File: src/rtl/zcb_pkg.sv
package zcb_pkg;
  typedef enum logic [1:0] {
    ST_IDLE,
    ST_REQ,
    ST_WAIT,
    ST_OUT
  } zcb_state_e;
endpackage

File: src/rtl/zcb_search.sv
module zcb_search
  import zcb_pkg::*;
#(
  parameter int N_SLOTS = 16,
  localparam int CW = $clog2(N_SLOTS)
) (
  input  logic          clk,
  input  logic          rst_n,
  input  logic          start,
  input  logic          edge_rise,
  input  logic          probe_ready,
  input  logic          resp_valid,
  input  logic          resp_nonneg,
  input  logic          word_ready,
  output logic          busy,
  output logic          probe_valid,
  output logic [CW-1:0] probe_idx,
  output logic          resp_ready,
  output logic          word_valid,
  output logic          done,
  output logic          rise_q,
  output logic [CW:0]   edge_pos
);
  localparam logic [CW-1:0] HALF = CW'(N_SLOTS / 2);

  zcb_state_e    state;
  logic [CW-1:0] base;   // last slot known to sit before the zero
  logic [CW-1:0] step;   // one-hot half-width of the remaining window
  logic          crossed;

  assign crossed = (resp_nonneg == rise_q);

  always_ff @(posedge clk) begin
    if (!rst_n) begin
      state  <= ST_IDLE;
      base   <= '0;
      step   <= '0;
      rise_q <= 1'b0;
      done   <= 1'b0;
    end else begin
      done <= 1'b0;
      unique case (state)
        ST_IDLE: if (start) begin
          rise_q <= edge_rise;
          base   <= '0;
          step   <= HALF;
          state  <= ST_REQ;
        end
        ST_REQ: if (probe_ready) state <= ST_WAIT;
        ST_WAIT: if (resp_valid) begin
          if (!crossed) base <= base + step;
          if (step == CW'(1)) begin
            state <= ST_OUT;
            done  <= 1'b1;
          end else begin
            step  <= step >> 1;
            state <= ST_REQ;
          end
        end
        ST_OUT: if (word_ready) state <= ST_IDLE;
        default: state <= ST_IDLE;
      endcase
    end
  end

  assign busy        = (state != ST_IDLE);
  assign probe_valid = (state == ST_REQ);
  assign resp_ready  = (state == ST_WAIT);
  assign word_valid  = (state == ST_OUT);
  assign probe_idx   = base + step;
  assign edge_pos    = {1'b0, base} + (CW + 1)'(1);
endmodule

File: src/rtl/zcb_fill.sv
module zcb_fill #(
  parameter int N_SLOTS = 16,
  localparam int CW = $clog2(N_SLOTS)
) (
  input  logic [CW:0]        edge_pos,
  input  logic               rise,
  output logic [N_SLOTS-1:0] word
);
  for (genvar k = 0; k < N_SLOTS; k++) begin : g_slot
    assign word[k] = ((CW + 1)'(k) >= edge_pos) ? rise : ~rise;
  end
endmodule

File: src/rtl/zcb_bitstream_gen.sv
module zcb_bitstream_gen #(
  parameter int N_SLOTS = 16,
  localparam int CW = $clog2(N_SLOTS)
) (
  input  logic               clk,
  input  logic               rst_n,
  input  logic               start,
  input  logic               edge_rise,
  output logic               busy,
  output logic               probe_valid,
  input  logic               probe_ready,
  output logic [CW-1:0]      probe_idx,
  input  logic               resp_valid,
  output logic               resp_ready,
  input  logic               resp_nonneg,
  output logic               word_valid,
  input  logic               word_ready,
  output logic [N_SLOTS-1:0] word_data,
  output logic               done
);
  logic          rise_q;
  logic [CW:0]   edge_pos;

  zcb_search #(.N_SLOTS(N_SLOTS)) u_search (
    .clk         (clk),
    .rst_n       (rst_n),
    .start       (start),
    .edge_rise   (edge_rise),
    .probe_ready (probe_ready),
    .resp_valid  (resp_valid),
    .resp_nonneg (resp_nonneg),
    .word_ready  (word_ready),
    .busy        (busy),
    .probe_valid (probe_valid),
    .probe_idx   (probe_idx),
    .resp_ready  (resp_ready),
    .word_valid  (word_valid),
    .done        (done),
    .rise_q      (rise_q),
    .edge_pos    (edge_pos)
  );

  zcb_fill #(.N_SLOTS(N_SLOTS)) u_fill (
    .edge_pos (edge_pos),
    .rise     (rise_q),
    .word     (word_data)
  );
endmodule

File: config.mk
export PLATFORM = sky130hd
export DESIGN_NAME = zcb_bitstream_gen
export DESIGN_NICKNAME = d
export VERILOG_FILES = /design/src/rtl/zcb_pkg.sv /design/src/rtl/zcb_search.sv /design/src/rtl/zcb_fill.sv /design/src/rtl/zcb_bitstream_gen.sv
export SDC_FILE = /design/constraint.sdc
export NUM_CORES = 1
export LEC_CHECK = 0
export BUFFER_PORTS_ARGS = -buffer_cell sky130_fd_sc_hd__buf_2
export CAP_MARGIN = 0
export CORE_UTILIZATION = 56
export CTS_CLUSTER_DIAMETER = 50
export DETAILED_ROUTE_END_ITERATION = 8
export GPL_ROUTABILITY_DRIVEN = 0
export MAX_ROUTING_LAYER = met4
export PLACE_DENSITY_LB_ADDON = 0.08
export SYNTH_ARGS = -nofsm -noshare
export SYNTH_HDL_FRONTEND = slang
export SYNTH_SLANG_ARGS = --single-unit
File: constraint.sdc
create_clock -name clk -period 4.9 [get_ports clk]
set_input_delay 0.245 -clock clk [delete_from_list [all_inputs] [get_ports clk]]
set_output_delay 0.245 -clock clk [all_outputs]
set_load 0.1 [all_outputs]
==> key figures <==
Global routing
  • Vias in the first global route: 1119
  • Largest net degree at the start of global routing: 25
  • Global Route Usage Sum: 26.5%
  • Number of antenna violations at the first check in global routing: 0
  • Wire length of the first global-routing pass: 4.97 mm
  • Gr ovfl total: 0

STA
  • Final Slew Violations: 0
  • Final hold vios: 0
  • Post-Route Skew: 0.00138 ns
  • Shortest period the worst path allows: 3.09 ns
  • Peak clock frequency supported by timing: 324 MHz
  • Worst hold slack after final layout: 0.196 ns
  • Setup ws final: 1.81 ns
  • Normalized max-slew margin: 35.5%
  • Final Setup Violations: 0
  • Post-route fraction of the period consumed by the critical path: 63.0%
  • Slew at the pin closest to its max-slew limit: 0.966 ns
  • Setup repair after global routing missed its margin: no
  • Setup TNS after final layout: 0 ns

CTS
  • Maximum buffer depth of the clock tree: 2
  • Hold bufs inserted after CTS: 0
  • Post-cts gate resize count: 0
  • Total number of H-tree levels: 1
  • Root Buffer: sky130_fd_sc_hd__clkbuf_4
  • TritonCTS clock tree: done
  • TritonCTS buffer count: 3
  • Clock edge transition at the registers on the reported setup and hold paths: 0.08 ns
  • # clock sinks: 12
  • Setup repair bufs after CTS: 0
  • Insertion delay of the later-clocked pin in the worst-skew pair: 0.28 ns

Layout
  • ANT cells: 0
  • Signed area change from the synthesized netlist to the final layout: 13.3%
  • Number of fill cells in the layout: 176
  • Fin cells: 212
  • Fraction of final layout cells sized beyond drive strength 1: 23.8%
  • Number of nets in the final layout: 202

Synthesis
  • Share of synthesized area occupied by flip-flops and latches: 19.2%
  • Post-Synthesis Cell Area: 1250 um2
  • Count of unique library cells instantiated by Yosys: 43
  • Post-synthesis share of cell area spent on full adders, half adders and majority gates: 9.40%
  • Simple-gate share of the synthesized area: 23.2%
  • Number of storage elements in the synthesis netlist: 12
  • Synthesis warning total: 0
  • Post-Synthesis Cells: 160
  • Synthesized-area fraction occupied by ao, oa, aoi and oai cells: 22.2%
  • Share of synthesized area spent on multiplexers: 5.10%
  • Dominant combinational cell family by area after synthesis: simple AND/OR/NAND/NOR gates
  • Average cell area after synthesis: 7.82 um2
  • Post-synthesis share of cell area spent on xor and xnor gates: 14.6%
  • Synthesized netlist net count: 176

Power
  • PwrDens: 287 nW/um2
  • Worst ir drop on vdd: 0.237 mV
  • Leakage component of the power: 0.690 nW
  • Design Power: 0.407 mW

Place
  • Port Buffers: 32
  • Number of instances in the placed design: 208
  • Detailed placer's ending HPWL: 2.12 mm
  • Worst slack at placement: 2.18 ns

Critical path
  • Category of the worst setup path capture point: output pin
  • Worst path arrival time: 2.84 ns
  • Category of the worst setup path launch point: register
  • Kind of critical path: register to output pin
  • Register-to-register setup slack: 2.81 ns
  • Maximum fanout encountered on the critical timing path: 15
  • Critical path required time: 4.66 ns
  • Reg2Reg Depth: 5
  • Reg-to-reg endpoint: u_search.base[1]$_SDFFE_PN0P_
  • Origin of the critical flop-to-flop path: u_search.rise_q$_SDFFE_PN0P_

Floorplan
  • I/O Pins: 33
  • DIE AREA: 2430 um2
  • Initial standard-cell utilization of the core: 61.9%
  • Horizontal die dimension: 49.3 um
  • Row count: 16
  • Die height: 49.3 um
  • Area of the core region: 2020 um2

Status
  • Outcome: completed

Route
  • Count of routing violations after the opening detailed-route iteration: 18
  • Drt pass-1 iters: 4
  • DRC: 0
  • Number of routed nets with antenna violations: 0
  • Routed Wire Length: 2.87 mm
  • Total via count after detailed routing: 1207
  • Routed wire length per instance: 13.5 um
  • Via/cell ratio: 5.69

Job
  • MaxCap Viol Count: 0

Min path
  • Hold Startpoint: edge_rise
  • Worst hold stages: 3
  • Hold WC Path Type: primary input to register
  • Destination of the worst hold path: u_search.rise_q$_SDFFE_PN0P_
## logic make-up after synthesis
group / after synthesis
xor+xnor: 20
mux: 6
flops: 12
simple gates: 56
buf+inv: 15
fa+ha+maj: 9
compound gates: 42
## state kept, by name, summed over array words and instances, names as in the netlist
| register | flops |
|---|---|
| u_search.step | 4 |
| u_search.done | 1 |
| u_search.rise_q | 1 |
| u_search.base | 4 |
| u_search.state | 2 |
## cells in the final DEF (no fill, tap or decap), types with 2 or more instances in the layout
| cell | n |
|---|---|
| sky130_fd_sc_hd__a21o_1 | 4 |
| sky130_fd_sc_hd__a21oi_1 | 18 |
| sky130_fd_sc_hd__a22oi_1 | 3 |
| sky130_fd_sc_hd__and2_1 | 2 |
| sky130_fd_sc_hd__and3_1 | 2 |
| sky130_fd_sc_hd__buf_2 | 32 |
| sky130_fd_sc_hd__clkbuf_4 | 3 |
| sky130_fd_sc_hd__dfxtp_1 | 12 |
| sky130_fd_sc_hd__ha_1 | 7 |
| sky130_fd_sc_hd__inv_1 | 3 |
| sky130_fd_sc_hd__mux2_1 | 3 |
| sky130_fd_sc_hd__mux2i_1 | 3 |
| sky130_fd_sc_hd__nand2_1 | 11 |
| sky130_fd_sc_hd__nand2b_1 | 6 |
| sky130_fd_sc_hd__nand3_1 | 6 |
| sky130_fd_sc_hd__nand3b_1 | 2 |
| sky130_fd_sc_hd__nor2_1 | 15 |
| sky130_fd_sc_hd__nor2b_1 | 3 |
| sky130_fd_sc_hd__nor3_2 | 2 |
| sky130_fd_sc_hd__o21ai_0 | 2 |
| sky130_fd_sc_hd__o21ai_1 | 6 |
| sky130_fd_sc_hd__o22ai_1 | 2 |
| sky130_fd_sc_hd__xnor2_1 | 13 |
| sky130_fd_sc_hd__xor2_1 | 6 |
## area by class of cell
| type | count | area, um2 | area share [%] |
|---|---|---|---|
| tap | 27 | 33.8 | 2.38 |
| multi-input combinational | 133 | 932 | 65.8 |
| clock buffer | 4 | 36.3 | 2.56 |
| timing repair buffer | 32 | 160 | 11.3 |
| sequential | 12 | 240 | 16.9 |
| inverter | 4 | 15.0 | 1.06 |
## metrics by stage
stage / util, % / area, um2
2_1_floorplan: - / 1250
3_3_place_gp: 68.3 / 1380
3_5_place_dp: 68.3 / 1380
4_1_cts: 70.1 / 1420
5_1_grt: 70.1 / 1420
6_report: 70.1 / 1420
## cell usage after synthesis (all sizes together)
cell	instances	area [um2]
xor2	7	68.8
nor2	16	62.6
and2	2	12.5
a31oi	2	27.5
a21o	4	30.0
nand2b	6	37.5
maj3	1	10.0
buf	11	63.8
clkinv	1	3.75
inv	3	11.3
nand4	1	6.26
a311oi	1	15.0
a21oi	18	90.1
o21ai	8	40.0
fa	1	20.0
o211a	1	10.0
nand4b	1	8.76
nor3	3	25.0
xnor2	13	114
nand2	11	41.3
nand3	6	30.0
o22ai	2	12.5
o311a	1	10.0
a22oi	3	22.5
and2b	1	7.51
dfxtp	12	240
or2	2	12.5
ha	7	87.6
o221a	1	11.3
a31o	1	8.76
mux2i	3	30.0
nand3b	2	15.0
mux2	3	33.8
and3	2	12.5
nor2b	3	18.8
## power by group
part	switching (mW)	internal (mW)	total, mW	leakage [nW]
logic	0.170	0.0369	0.207	0.572
registers	0.0161	0.102	0.118	0.0975
clock network	0.0373	0.0452	0.0825	0.0210
total	0.223	0.184	0.407	0.690
## worst max path at each step
stage,start,end,slack [ns],cells after the start
global route,u_search.base[0]$_SDFFE_PN0P_,word_data[6],1.63,7
finish,u_search.base[0]$_SDFFE_PN0P_,word_data[6],1.81,7
detailed placement,u_search.base[0]$_SDFFE_PN0P_,word_data[6],2.18,8
CTS,u_search.base[0]$_SDFFE_PN0P_,word_data[6],1.83,8
floorplan,u_search.base[0]$_SDFFE_PN0P_,word_data[5],1.57,8
global placement,u_search.base[0]$_SDFFE_PN0P_,word_data[6],2.24,7
## worst max-delay path, stage by stage (launching register included)
cell and delay, ns:
sky130_fd_sc_hd__dfxtp_1 0.62, sky130_fd_sc_hd__ha_1 0.54, sky130_fd_sc_hd__nor2b_1 0.41, sky130_fd_sc_hd__and2_1 0.19
sky130_fd_sc_hd__o21ai_1 0.06, sky130_fd_sc_hd__o311a_1 0.16, sky130_fd_sc_hd__xor2_1 0.13, sky130_fd_sc_hd__buf_2 0.45
## routing by layer
metal | track usage [%] | part of all wire (%) | up-vias
met5 | - | 0 | -
met4 | 2.94 | 0.31 | 0
met3 | 5.61 | 4.6 | 2
met2 | 45.0 | 49 | 39
met1 | 33.0 | 46 | 562
li1 | - | - | 604
Power figures use the tool's default switching activity.
